$ cat src/rtl/fte_pkg.sv
package fte_pkg;
  localparam int  QF = 12;   // fraction bits of the internal format
  localparam real FD = 1.6;  // fractal dimension

  typedef enum logic {ST_IDLE, ST_CALC} fte_state_e;

  // seg 0 = before peak; sel 0..3 = c, d, f, g
  function automatic int map_par(input int seg, input int sel);
    real v;
    case ({seg[0], sel[1:0]})
      3'b000: v = 0.8811360429;
      3'b001: v = 0.8485988992;
      3'b010: v = 0.3445652340;
      3'b011: v = 0.3857726869;
      3'b100: v = -0.6759430538;
      3'b101: v = 0.9296483879;
      3'b110: v = -0.2087852761;
      default: v = 0.5826642888;
    endcase
    return int'(v * real'(1 << QF));
  endfunction

  // (-1)^r / (2r+1)!
  function automatic int z_coef(input int r);
    real v = 1.0;
    for (int i = 1; i <= 2*r+1; i++) v = v / real'(i);
    if (r % 2 == 1) v = -v;
    return int'(v * real'(1 << QF));
  endfunction

  function automatic int n_coef(input int k, input int seg_len);
    return int'(real'(k+1) / real'(seg_len) * real'(1 << QF));
  endfunction

  function automatic int u_coef(input int k, input int seg_len);
    return int'(real'(k+1) / real'(seg_len) / FD * real'(1 << QF));
  endfunction
endpackage

$ cat src/rtl/fte_sat.sv
module fte_sat #(
  parameter int IW = 32,
  parameter int OW = 16
) (
  input  logic signed [IW-1:0] d_i,
  output logic signed [OW-1:0] q_o
);
  logic [IW-OW:0] hi;
  assign hi = d_i[IW-1:OW-1];

  always_comb begin
    if (hi == '0 || hi == '1) q_o = d_i[OW-1:0];
    else if (d_i[IW-1])       q_o = {1'b1, {(OW-1){1'b0}}};
    else                      q_o = {1'b0, {(OW-1){1'b1}}};
  end
endmodule

$ cat src/rtl/fte_qmul.sv
module fte_qmul #(
  parameter int DW = 16,
  parameter int QF = 12
) (
  input  logic signed [DW-1:0] a_i,
  input  logic signed [DW-1:0] b_i,
  output logic signed [DW-1:0] p_o
);
  logic signed [2*DW-1:0] full, sh;
  assign full = (2*DW)'(a_i) * (2*DW)'(b_i);
  assign sh   = full >>> QF;  // floor rounding

  fte_sat #(.IW(2*DW), .OW(DW)) u_sat (.d_i(sh), .q_o(p_o));
endmodule

$ cat src/rtl/fte_coef_rom.sv
module fte_coef_rom
  import fte_pkg::*;
#(
  parameter int SEG_LEN = 25,
  parameter int TERMS   = 10,
  parameter int DW      = 16,
  parameter int KW      = $clog2(SEG_LEN),
  parameter int TW      = $clog2(TERMS)
) (
  input  logic [KW-1:0]        k_i,
  input  logic                 seg_i,
  input  logic [TW-1:0]        z_idx_i,
  output logic signed [DW-1:0] c_o,
  output logic signed [DW-1:0] d_o,
  output logic signed [DW-1:0] f_o,
  output logic signed [DW-1:0] g_o,
  output logic signed [DW-1:0] n_o,
  output logic signed [DW-1:0] u_o,
  output logic signed [DW-1:0] z_o,
  output logic signed [DW-1:0] z_top_o
);
  logic signed [DW-1:0] n_tab [SEG_LEN];
  logic signed [DW-1:0] u_tab [SEG_LEN];
  logic signed [DW-1:0] z_tab [TERMS];

  for (genvar k = 0; k < SEG_LEN; k++) begin : g_pos
    assign n_tab[k] = DW'(n_coef(k, SEG_LEN));
    assign u_tab[k] = DW'(u_coef(k, SEG_LEN));
  end
  for (genvar r = 0; r < TERMS; r++) begin : g_term
    assign z_tab[r] = DW'(z_coef(r));
  end

  assign n_o     = n_tab[k_i];
  assign u_o     = u_tab[k_i];
  assign z_o     = z_tab[z_idx_i];
  assign z_top_o = z_tab[TERMS-1];

  assign c_o = seg_i ? DW'(map_par(1, 0)) : DW'(map_par(0, 0));
  assign d_o = seg_i ? DW'(map_par(1, 1)) : DW'(map_par(0, 1));
  assign f_o = seg_i ? DW'(map_par(1, 2)) : DW'(map_par(0, 2));
  assign g_o = seg_i ? DW'(map_par(1, 3)) : DW'(map_par(0, 3));
endmodule

$ cat src/rtl/fte_feature_engine.sv
module fte_feature_engine
  import fte_pkg::*;
#(
  parameter int SAMPLE_W    = 8,
  parameter int SAMPLE_FRAC = 4,
  parameter int DW          = 16,
  parameter int SEG_LEN     = 25,
  parameter int TERMS       = 10
) (
  input  logic                clk_i,
  input  logic                rst_ni,
  input  logic                valid_i,
  input  logic                first_i,
  input  logic [SAMPLE_W-1:0] sample_i,
  output logic                ready_o,
  output logic [DW-1:0]       feat_o,
  output logic                feat_valid_o,
  output logic                feat_last_o
);
  localparam int WIN   = 2 * SEG_LEN;
  localparam int NSTEP = TERMS + 4;
  localparam int PW    = $clog2(WIN);
  localparam int KW    = $clog2(SEG_LEN);
  localparam int TW    = $clog2(TERMS);
  localparam int SW    = $clog2(NSTEP);
  localparam int AW    = DW + 4;
  localparam int XSH   = QF - SAMPLE_FRAC;

  fte_state_e           state_q;
  logic [SW-1:0]        step_q;
  logic [PW-1:0]        pos_q, cnt_q, pos_in;
  logic                 last_q, accept, seg;
  logic [KW-1:0]        k;
  logic [TW-1:0]        z_idx;
  logic signed [DW-1:0] x_q, s_q, acc_q;
  logic signed [AW-1:0] sum_q, fin;
  logic signed [DW-1:0] c_c, d_c, f_c, g_c, n_c, u_c, z_c, z_top;
  logic signed [DW-1:0] op_a, op_b, prod, fin_sat;

  assign ready_o = (state_q == ST_IDLE);
  assign accept  = valid_i && ready_o;
  assign pos_in  = first_i ? '0 : cnt_q;
  assign seg     = (pos_q >= PW'(SEG_LEN));
  assign k       = seg ? KW'(pos_q - PW'(SEG_LEN)) : KW'(pos_q);

  always_comb begin
    z_idx = '0;
    if (step_q != '0 && int'(step_q) < TERMS) z_idx = TW'(TERMS - 1 - int'(step_q));
  end

  fte_coef_rom #(.SEG_LEN(SEG_LEN), .TERMS(TERMS), .DW(DW), .KW(KW), .TW(TW)) u_rom (
    .k_i(k), .seg_i(seg), .z_idx_i(z_idx),
    .c_o(c_c), .d_o(d_c), .f_o(f_c), .g_o(g_c),
    .n_o(n_c), .u_o(u_c), .z_o(z_c), .z_top_o(z_top)
  );

  // step 0: u^2; 1..TERMS-1: Horner; TERMS: *u; then g*sin, c*n', d*x
  always_comb begin
    if (step_q == '0)                     begin op_a = u_c;   op_b = u_c;   end
    else if (int'(step_q) < TERMS)        begin op_a = acc_q; op_b = s_q;   end
    else if (int'(step_q) == TERMS)       begin op_a = acc_q; op_b = u_c;   end
    else if (int'(step_q) == TERMS + 1)   begin op_a = g_c;   op_b = acc_q; end
    else if (int'(step_q) == TERMS + 2)   begin op_a = c_c;   op_b = n_c;   end
    else                                  begin op_a = d_c;   op_b = x_q;   end
  end

  fte_qmul #(.DW(DW), .QF(QF)) u_mul (.a_i(op_a), .b_i(op_b), .p_o(prod));

  assign fin = sum_q + AW'(prod);
  fte_sat #(.IW(AW), .OW(DW)) u_sat (.d_i(fin), .q_o(fin_sat));

  always_ff @(posedge clk_i or negedge rst_ni) begin
    if (!rst_ni) begin
      state_q      <= ST_IDLE;
      step_q       <= '0;
      pos_q        <= '0;
      cnt_q        <= '0;
      last_q       <= 1'b0;
      x_q          <= '0;
      s_q          <= '0;
      acc_q        <= '0;
      sum_q        <= '0;
      feat_o       <= '0;
      feat_valid_o <= 1'b0;
      feat_last_o  <= 1'b0;
    end else begin
      feat_valid_o <= 1'b0;
      feat_last_o  <= 1'b0;
      if (state_q == ST_IDLE) begin
        if (accept) begin
          x_q     <= DW'($signed(sample_i)) <<< XSH;
          pos_q   <= pos_in;
          cnt_q   <= (pos_in == PW'(WIN-1)) ? '0 : pos_in + PW'(1);
          last_q  <= (pos_in == PW'(WIN-1));
          acc_q   <= z_top;
          step_q  <= '0;
          state_q <= ST_CALC;
        end
      end else begin
        step_q <= step_q + SW'(1);
        if (step_q == '0)                   s_q   <= prod;
        else if (int'(step_q) < TERMS)      acc_q <= prod + z_c;
        else if (int'(step_q) == TERMS)     acc_q <= prod;
        else if (int'(step_q) == TERMS + 1) sum_q <= AW'(f_c) + AW'(prod);
        else if (int'(step_q) == TERMS + 2) sum_q <= sum_q + AW'(prod);
        else begin
          feat_o       <= fin_sat;
          feat_valid_o <= 1'b1;
          feat_last_o  <= last_q;
          state_q      <= ST_IDLE;
        end
      end
    end
  end


  busy_ready_chk: assert property (@(posedge clk_i) disable iff (!rst_ni)
    (valid_i && ready_o) |=> !ready_o);

  one_pulse_chk: assert property (@(posedge clk_i) disable iff (!rst_ni)
    feat_valid_o |=> !feat_valid_o);

  calc_len_chk: assert property (@(posedge clk_i) disable iff (!rst_ni)
    (state_q == ST_CALC) |-> (int'(step_q) < NSTEP));

  last_valid_chk: assert property (@(posedge clk_i) disable iff (!rst_ni)
    feat_last_o |-> feat_valid_o);

  restart_cnt_chk: assert property (@(posedge clk_i) disable iff (!rst_ni)
    (valid_i && ready_o && first_i) |=> (cnt_q == PW'(1)));
endmodule

$ cat config.mk
export PLATFORM = sky130hd
export DESIGN_NAME = fte_feature_engine
export DESIGN_NICKNAME = d
export VERILOG_FILES = /design/src/rtl/fte_pkg.sv /design/src/rtl/fte_sat.sv /design/src/rtl/fte_qmul.sv /design/src/rtl/fte_coef_rom.sv /design/src/rtl/fte_feature_engine.sv
export SDC_FILE = /design/constraint.sdc
export NUM_CORES = 1
export LEC_CHECK = 0
export BUFFER_PORTS_ARGS = -buffer_cell sky130_fd_sc_hd__buf_4
export CAP_MARGIN = 10
export CORE_MARGIN = 2
export CORE_UTILIZATION = 40
export CTS_BUF_LIST = sky130_fd_sc_hd__clkbuf_2
export DETAILED_ROUTE_END_ITERATION = 12
export PLACE_DENSITY = 0.62
export SLEW_MARGIN = 5
export SYNTH_ARGS = -nofsm -noshare
export SYNTH_HDL_FRONTEND = slang
export SYNTH_SLANG_ARGS = --single-unit
$ cat constraint.sdc
create_clock -name clk_i -period 18.12 [get_ports clk_i]
set_input_delay 3.624 -clock clk_i [delete_from_list [all_inputs] [get_ports clk_i]]
set_output_delay 3.624 -clock clk_i [all_outputs]
set_load 0.02 [all_outputs]
# Word-level counts from Yosys, hierarchy flattened
# Memory sizes are Yosys's and may differ from the RTL's.
# Cells that the tools add are included.
word_totals:
  ff_bits: 96
  mem_bits_ro: 1280
  in_bits: 12
  wordCells: 114
  memories: 3
classes:
  addsub: 7
  mul: 1
  order_cmp: 4
  eq_ne: 8
  n_mux: 56
  bitwise_logic: 8
  reduce_logical: 15
memory_table:
  columns: ["name", "depth", "width", "rd", "rd_ports_with_merged_regs", "write_ports", "line", "rtl"]
  rows:
  - ["(name not given)", 32, 16, 1, 0, 0, "fte_coef_rom.sv:34", "assign n_o = n_tab[k_i];"]
  - ["(name not given)", 32, 16, 1, 0, 0, "fte_coef_rom.sv:35", "assign u_o = u_tab[k_i];"]
  - ["(name not given)", 16, 16, 1, 0, 0, "fte_coef_rom.sv:36", "assign z_o = z_tab[z_idx_i];"]
op_table:
  columns: ["cell", "n"]
  rows:
  - ["$mux W16", 27]
  - ["$mux W20", 2]
  - ["$mul A16 B16 Y32", 1]
  - ["$add A20 B16 Y20", 1]
  - ["$mux W1", 19]
  - ["$add A16 B16 Y17", 1]
  - ["$eq A17 B17 Y1 const B", 1]
  - ["$logic_not A17 Y1", 1]
  - ["$add A16 B16 Y16", 1]
  - ["$mux W12", 1]
  - ["$mux W4", 3]
  - ["$mux W6", 2]
  - ["$mux W10", 1]
  - ["$eq A4 B4 Y1 const B", 2]
  - ["$add A6 B1 Y6 const B", 1]
  - ["$eq A6 B6 Y1 const B", 1]
  - ["$ge A6 B5 Y1 const B", 1]
  - ["$ge A6 B6 Y1 const B", 1]
  - ["$not A1 Y1", 6]
  - ["$not A5 Y6", 1]
  - ["$reduce_and A6 Y1", 1]
  - ["$eq A5 B5 Y1 const B", 1]
  - ["$ge A5 B5 Y1 const B", 1]
  - ["$logic_not A5 Y1", 1]
  - ["17 further kinds", 21]

# Longest topological paths before layout
# Gate-level depths: netlist of run 1.
depth:
  ltp_word: 19
  ltp_mapped: 66

# Cells and area by module
# Synthesis of run 1 repeated with hierarchy kept, for this count alone.
hier_totals:
  cells_unflattened: 2377
  hier_area_um2: 20078.0
modules_own_cells:
  columns: ["module", "n_inst", "cells_per_inst", "area_per_inst_um2", "seq_area_each_um2"]
  rows:
  - ["fte_qmul", 1, 1020, 9466.6, 0.0]
  - ["fte_feature_engine", 1, 1038, 8296.7, 2402.3]
  - ["fte_coef_rom", 1, 226, 1600.3, 0.0]
  - ["fte_sat at u_sat", 1, 60, 470.5, 0.0]
  - ["fte_sat at u_mul.u_sat", 1, 33, 244.0, 0.0]

# Worst setup path before layout of run 1
# OpenSTA, ideal clock, no wires.
synth_timing:
  path_kind: "register -> register"
  startpoint: "register pos_q[1]"
  endpoint: "register feat_o[13]"
  arrival_time_ns: 14.070
  t_required_ns: 18.043
  setup_slack_ns: 3.972
  path_stages_with_launch: 56
  path_buffers: 6
  synth_period_minus_slack_ns: 14.148
  cell_sequence: "dfrtp_1 -> inv_1 -> ha_1 -> or3b_4 -> a211oi_4 -> or2_1 -> buf_2 -> clkbuf_1 -> clkbuf_1 -> nand2_1 -> nand3_1 -> nand3_1 -> o31ai_1 -> nor2_1 -> nor3_1 -> nand2_1 -> fa_1 -> fa_1 -> [20 not listed] -> inv_1 -> ha_1 -> a21o_1 -> a21oi_1 -> o21ai_0 -> a21oi_1 -> o21ai_0 -> a21oi_1 -> o21ai_0 -> o41a_1 -> a2111oi_0 -> xor2_1 -> nor2_1 -> or4b_2 -> o22ai_1 -> clkbuf_1 -> nand2_1 -> a21oi_1"
synth_between:
  elab_chain_cells: 19
  elab_cells_between_ends: 35
  cone_classes: "add/sub (2); mul (1); order compare (1); eq/ne (2); mux (22); bitwise (1); reduce/logical (4); memory (2)"
synth_lines:
  columns: ["item", "line", "rtl"]
  rows:
  - ["start: declaration", "fte_feature_engine.sv:31", "logic [PW-1:0] pos_q, cnt_q, pos_in;"]
  - ["start signal: assignment", "fte_feature_engine.sv:92", "pos_q <= pos_in;"]
  - ["$sub A5 B5 Y5 / $ge A6 B5 Y1 (equally long branches)", "fte_feature_engine.sv:44, fte_feature_engine.sv:43", null]
  - ["$mux W5", "fte_feature_engine.sv:44", "assign k = seg ? KW'(pos_q - PW'(SEG_LEN)) : KW'(pos_q);"]
  - ["$not A5 Y6 (implied by the code)", "fte_coef_rom.sv:34, fte_coef_rom.sv:35", null]
  - ["$mem_v2 Z32 W16", null, null]
  - ["$mux W16 (implied by the code) (2 in a row)", "fte_coef_rom.sv:34", null]
  - ["$mux W16", "fte_feature_engine.sv:63", "else if (int'(step_q) == TERMS + 2) begin op_a = c_c; op_b = n_c; end"]
  - ["$mux W16", "fte_feature_engine.sv:62", "else if (int'(step_q) == TERMS + 1) begin op_a = g_c; op_b = acc_q; end"]
  - ["$mux W16", "fte_feature_engine.sv:61", "else if (int'(step_q) == TERMS) begin op_a = acc_q; op_b = u_c; end"]
  - ["[3 not listed]", null, null]
  - ["$eq A17 B17 Y1 / $logic_not A17 Y1 (equally long branches)", "fte_sat.sv:12", "if (hi == '0 || hi == '1) q_o = d_i[OW-1:0];"]
  - ["$logic_or A1 B1 Y1", "fte_sat.sv:12", null]
  - ["$mux W16 *", "fte_sat.sv:12", null]
  - ["named net prod[1]", "fte_feature_engine.sv:38", "logic signed [DW-1:0] op_a, op_b, prod, fin_sat;"]
  - ["$add A20 B16 Y20 *", "fte_feature_engine.sv:69", "assign fin = sum_q + AW'(prod);"]
  - ["$eq A5 B5 Y1 / $logic_not A5 Y1 (equally long branches)", "fte_sat.sv:12", null]
  - ["$logic_or A1 B1 Y1", "fte_sat.sv:12", null]
  - ["$mux W16 *", "fte_sat.sv:12", null]
  - ["end signal: assignment", "fte_feature_engine.sv:107", "feat_o <= fin_sat;"]
  - ["end: declaration", "fte_feature_engine.sv:16", "output logic [DW-1:0] feat_o,"]
# Mark *: on every way through the listed nets, which the timed path passes. The rest lies on a longest branch. The select of a mux whose other input is x is not followed.
# A chain may end at the register's enable or synchronous reset.

# Worst setup path in the final report of run 1
layout_timing:
  startpoint: "register pos_q[0]"
  endpoint: "register feat_o[13]"
# The elaborated chain is that of the path after synthesis.

==> results of run 1 <==
logic make-up after synthesis:
| logic type | after synthesis | synth area share, % |
|---|---|---|
| and+or+nand+nor | 717 | 17.18 |
| AOI/OAI and AO/OA | 491 | 17.43 |
| buffers and inverters | 465 | 9.632 |
| adders and majority gates | 406 | 38.31 |
| DFF | 96 | 13.03 |
| xor gates and xnor gates | 59 | 2.803 |
| muxes | 27 | 1.609 |
per-layer routing:
layer	up-vias	GRT usage (%)	share of wire, %
met5	-	0	0
met1	7956	33.02	44
met4	0	7.680	3.5
met3	108	3.076	6.1
met2	557	40.77	47
li1	7349	-	-
flip-flops by register name, summed over array words and instances, names as in the netlist:
| name | count |
|---|---|
| step_q | 4 |
| cnt_q | 6 |
| feat_last_o | 1 |
| sum_q | 20 |
| state_q | 1 |
| x_q | 8 |
| last_q | 1 |
| feat_o | 16 |
| s_q | 16 |
| pos_q | 6 |
| acc_q | 16 |
| feat_valid_o | 1 |
final timing paths:
| path | to | slack [ps] | cells past startpoint |
|---|---|---|---|
| setup / recovery | feat_o[13] | 1230 | 52 |
| hold / removal | feat_last_o | 520 | 1 |
| setup reg to reg | feat_o[13] | 1230 | 52 |
| hold reg to reg | feat_last_o | 520 | 1 |
| max in group asynchronous | step_q[1] | 14030 | 2 |
| min in group asynchronous | feat_o[14] | 2850 | 1 |
synthesized netlist by cell type, types with 11 or more instances:
library cell | number | area share (%)
nand3_1 | 48 | 1.3
a211oi_1 | 17 | 0.69
a21o_1 | 42 | 1.7
xor2_1 | 13 | 0.62
nand2b_1 | 16 | 0.54
nand2_1 | 281 | 5.7
o31ai_1 | 11 | 0.45
xnor2_1 | 46 | 2.2
a31oi_1 | 17 | 0.58
ha_1 | 142 | 9.6
dfrtp_1 | 96 | 13
o21ai_0 | 133 | 3.6
and3_1 | 16 | 0.54
o21a_1 | 12 | 0.49
and2_1 | 17 | 0.58
clkbuf_1 | 73 | 1.5
nor2_1 | 238 | 4.8
fa_1 | 264 | 29
mux2_2 | 17 | 1.0
inv_1 | 373 | 7.6
o211ai_1 | 15 | 0.61
nor3_1 | 28 | 0.76
or2_2 | 11 | 0.37
a21oi_1 | 128 | 3.5
area by class of cell:
class / instances / area (sq um) / share of cell area (%)
sequential: 96 / 2402 / 12.36
antenna: 1 / 2.502 / 0.01287
tap: 600 / 750.7 / 3.862
clock buffer: 9 / 45.04 / 0.2317
clock inverter: 7 / 93.84 / 0.4828
multi-input combinational: 1700 / 14290 / 73.51
timing repair buffer: 59 / 442.9 / 2.279
inverter: 376 / 1411 / 7.261
what timing repair did:
action	4_1_cts	5_1_grt
buffers inserted	0	0
hold buffers	0	0
hold endpoints to repair	0	0
gates resized for setup	0	1
setup endpoints to repair	0	15
critical path, delay by kind of cell, from the launching register on:
kind	cells	cell delay, ps
AOI/OAI and AO/OA	24	7540
adders and majority gates	10	4340
and+or+nand+nor	9	2930
buffers and inverters	6	700
muxes	2	600
DFF	1	500
xor gates and xnor gates	1	180
per-stage QoR:
| step | utilization, % | cells |
|---|---|---|
| after global routing | 42.74 | 2848 |
| final | 42.74 | 2848 |
| after floorplan | - | 2261 |
| after detailed placement | 42.43 | 2831 |
| after global placement | 42.43 | 2831 |
| after CTS | 42.73 | 2847 |
==> metrics.cfg, run 1 <==
[routing]
dr.pass1.iters = 6
wirelength_microns = 56450
drc_errors = 0
wl_per_cell_microns = 19.82
vias = 15970
drtIter0Drc = 1267
viasPerCell = 5.607
postRouteAntennaNets = 0

[cts]
htree_levels = 3
root_buffer = clkbuf_2
cts_buffer_depth = 2
cts.sinks = 96
cts_tree = built
clk_pin_slew_ps = 270
clk_latency_ps = 620
cts_made_buffers = 9

[yosys]
yosysUniqueCellTypes = 92
synthesis.area_sq_um = 18430
ys_warn_count = 0
synthesis.nets = 2679
synthFlopType = dfrtp_1
synthArstFlopShare_pct = 100.0
synth_edf_count = 0
synthCells = 2261
ys_seq_elements = 96
avgSynthCellArea_sq_um = 8.152
synth_seq_area_share_pct = 13.03

[placed_design]
placedInstanceArea_sq_um = 19290
dp.final_hpwl_microns = 45490
io_buffers = 30
pre_cts_ws_ps = 1136
routabilityCongestion = 0.9979

[floorplan]
rows = 78
die_area_sq_um = 47810
chipWidth_microns = 218.7
start_util_pct = 40.53
pin_count = 31
fp.dieH_microns = 218.7
core-area_sq_um = 45480

[layout]
layout.cells.most_common = inv_1
fillCellCount = 4695
layout_common_cells = inv_1 (373), nand2_1 (281), fa_1 (264)
drive_above_1_share_pct = 6.097
syn2layout_area_growth_pct = 5.457
final_cell_area_sq_um = 19440
fin_nets = 2660

[setup_path]
required_ps = 18680
crit_arrival_ps = 17450
slowest_delay_ps = 890
crit_fanout = 15
critPathKind = reg -> reg
crit_path_frequent_cell = o21ai_0
crit_path_start_kind = register
end_kind = register
r2r-start = pos_q[0]
cpMaxStageDelayCell = o22ai_1
cp-startpoint = pos_q[0]

[hold_path]
hp-start = last_q
min_path_type = reg -> reg

[sta]
post-route-min-period_ps = 16890
hold_violations = 0
max_freq_ghz = 0.05919
fin_ws_ps = 1226
rsz0062_at_grt = no
finalSetupViolations = 0
worst_pin_slew_ps = 1180
hold_ws_ps = 515.8
finalMaxSlewViolations = 0
max_slew_margin_pct = 21.30
tns_ps = 0
post-route-period-util_pct = 93.24
finalClockSkew_ps = 45.68

[grt]
overflow = 0
grt_use_total_pct = 24.44
grt_pass1_wl_microns = 91740
grt_max_degree = 72
first_global_vias = 16520
grt_antenna_before_repair = 1

[status]
status = finished, final reports clean

[run]
drv_cap = 0

Power of run 1 is not shown: default switching activity piles up to over one toggle a cycle in this logic, so the estimate is an artifact.
==> run 2, diff against run 1 <==
- ABC_CLOCK_PERIOD_IN_PS: default -> 19450
- clock period: 18.12 -> 19.45 ns (I/O delays scaled with it)
==> run 2 against run 1 <==
First-iteration DRC count shrank 4.1%. Flip-flop and latch count did not move. Sequential share of layout area about the same. Clock skew fell by 14 ps. Highest routed layer unchanged. Critical endpoint unchanged. Clock-buffer cell count unchanged.
==> metrics.cfg, run 2 (synthesized netlist as in run 1, its figures left out) <==
[status]
status = finished, final reports clean

[routing]
wl_per_cell_microns = 19.75  ; -0.34%
viasPerCell = 5.566  ; -0.75%
wirelength_microns = 56250  ; -0.34%
drtIter0Drc = 1215  ; -4.1%
vias = 15850  ; -0.75%
postRouteAntennaNets = 0  ; unchanged
dr.pass1.iters = 5  ; -1
drc_errors = 0  ; unchanged

[cts]
clk_latency_ps = 610  ; about the same
cts_resized = 0  ; unchanged
htree_levels = 3  ; unchanged
hold_buffers = 0  ; unchanged
cts_setup_buffers = 0  ; unchanged
clk_pin_slew_ps = 290  ; +20 ps
cts_made_buffers = 9  ; unchanged
root_buffer = clkbuf_2
cts.sinks = 96  ; unchanged
cts_buffer_depth = 2  ; unchanged
cts_tree = built

[hold_path]
min_path_type = reg -> reg

[sta]
finalClockSkew_ps = 31.77  ; -13.91 ps
max_freq_ghz = 0.05795  ; -2.1%
max_slew_margin_pct = 19.48  ; -1.8 points
rsz0062_at_grt = no
post-route-min-period_ps = 17260  ; +362.9 ps
finalSetupViolations = 0  ; unchanged
post-route-period-util_pct = 88.73  ; -4.5 points
worst_pin_slew_ps = 1208  ; +27.34 ps
finalMaxSlewViolations = 0  ; unchanged
hold_violations = 0  ; unchanged
tns_ps = 0  ; unchanged

[floorplan]
rows = 78  ; unchanged
fp.dieH_microns = 218.7  ; unchanged
pin_count = 31  ; unchanged
start_util_pct = 40.53  ; unchanged
chipWidth_microns = 218.7  ; unchanged
die_area_sq_um = 47810  ; unchanged
core-area_sq_um = 45480  ; unchanged

[layout]
drive_above_1_share_pct = 6.053  ; -0.045 points
fillCellCount = 4626  ; -1.5%
layout.cells.most_common = inv_1
layout_common_cells = inv_1 (373), nand2_1 (281), fa_1 (264)
max_flop_register = sum_q
syn2layout_area_growth_pct = 5.451  ; about the same
fin_nets = 2660  ; unchanged
largest_register_ff_count = 20  ; unchanged

[run]
drv_cap = 0  ; unchanged

[grt]
grt_antenna_before_repair = 1  ; unchanged
grt_use_total_pct = 24.47  ; +0.027 points
grt_pass1_wl_microns = 91050  ; -0.74%
first_global_vias = 16410  ; -0.67%
overflow = 0  ; unchanged
grt_max_degree = 68  ; -5.6%

[setup_path]
slowest_delay_ps = 910  ; +20 ps
crit_path_frequent_cell = o21ai_0
crit_arrival_ps = 17820  ; +370 ps
cpMaxStageDelayCell = o22ai_1
required_ps = 20010  ; +1330 ps
crit_path_start_kind = register
crit_fanout = 15  ; unchanged
end_kind = register
critPathKind = reg -> reg

[placed_design]
dp.final_hpwl_microns = 45240  ; -0.57%
io_buffers = 30  ; unchanged
routabilityCongestion = 0.9976  ; about the same

[run 2: metrics by stage]
step                      util [%]  instances  cell area, sq um  hold slack, ps  setup slack [ps]
final                        42.74       2848             19440           522.9              2193
after global routing         42.74       2848             19440           554.4             950.2
after CTS                    42.73       2847             19430           522.4              2297
after detailed placement     42.43       2831             19290           467.9              2423
after global placement       42.43       2831             19290           452.1              3150
after floorplan                  -       2261             18430           444.7              5302
[run 2: final cells by class]
class	count	area (sq um)	share of cell area (%)
diodes	1	2.502	0.01287
clock buffers	9	45.04	0.2317
clock inverters	7	95.09	0.4892
inverters	376	1411	7.261
multi-input cells	1700	14290	73.51
flip-flops and latches	96	2402	12.36
well taps	600	750.7	3.862
repair buffers	59	442.9	2.279
[run 2: metal layers]
layer	global-route usage, %	vias to the layer above	wire length, microns
met5	0	-	0
met4	8.221	0	1937
met3	3.981	111	3518
met2	40.00	513	26380
met1	32.96	7872	24420
li1	-	7355	-
[run 2: worst paths after layout]
check	start	to	slack, ps	depth (start not counted)
worst max-delay path	pos_q[0]	feat_o[13]	2190	52
max in group asynchronous	rst_ni	acc_q[1]	15070	2
worst min register to register	last_q	feat_last_o	520	1
min in group asynchronous	rst_ni	feat_o[9]	3160	1
worst min-delay path	last_q	feat_last_o	520	1
worst max register to register	pos_q[0]	feat_o[13]	2190	52
[run 2: worst max-delay path, delay by kind of cell (launching register included)]
kind | cells | cell delay, ps
flip-flops | 1 | 500
buffers and inverters | 6 | 730
AO/OA/AOI/OAI | 24 | 7520
AND/OR/NAND/NOR | 9 | 3240
multiplexers | 2 | 610
adder cells (fa/ha/maj) | 10 | 4420
XOR/XNOR | 1 | 180
Power of run 2 is left out for the same reason.
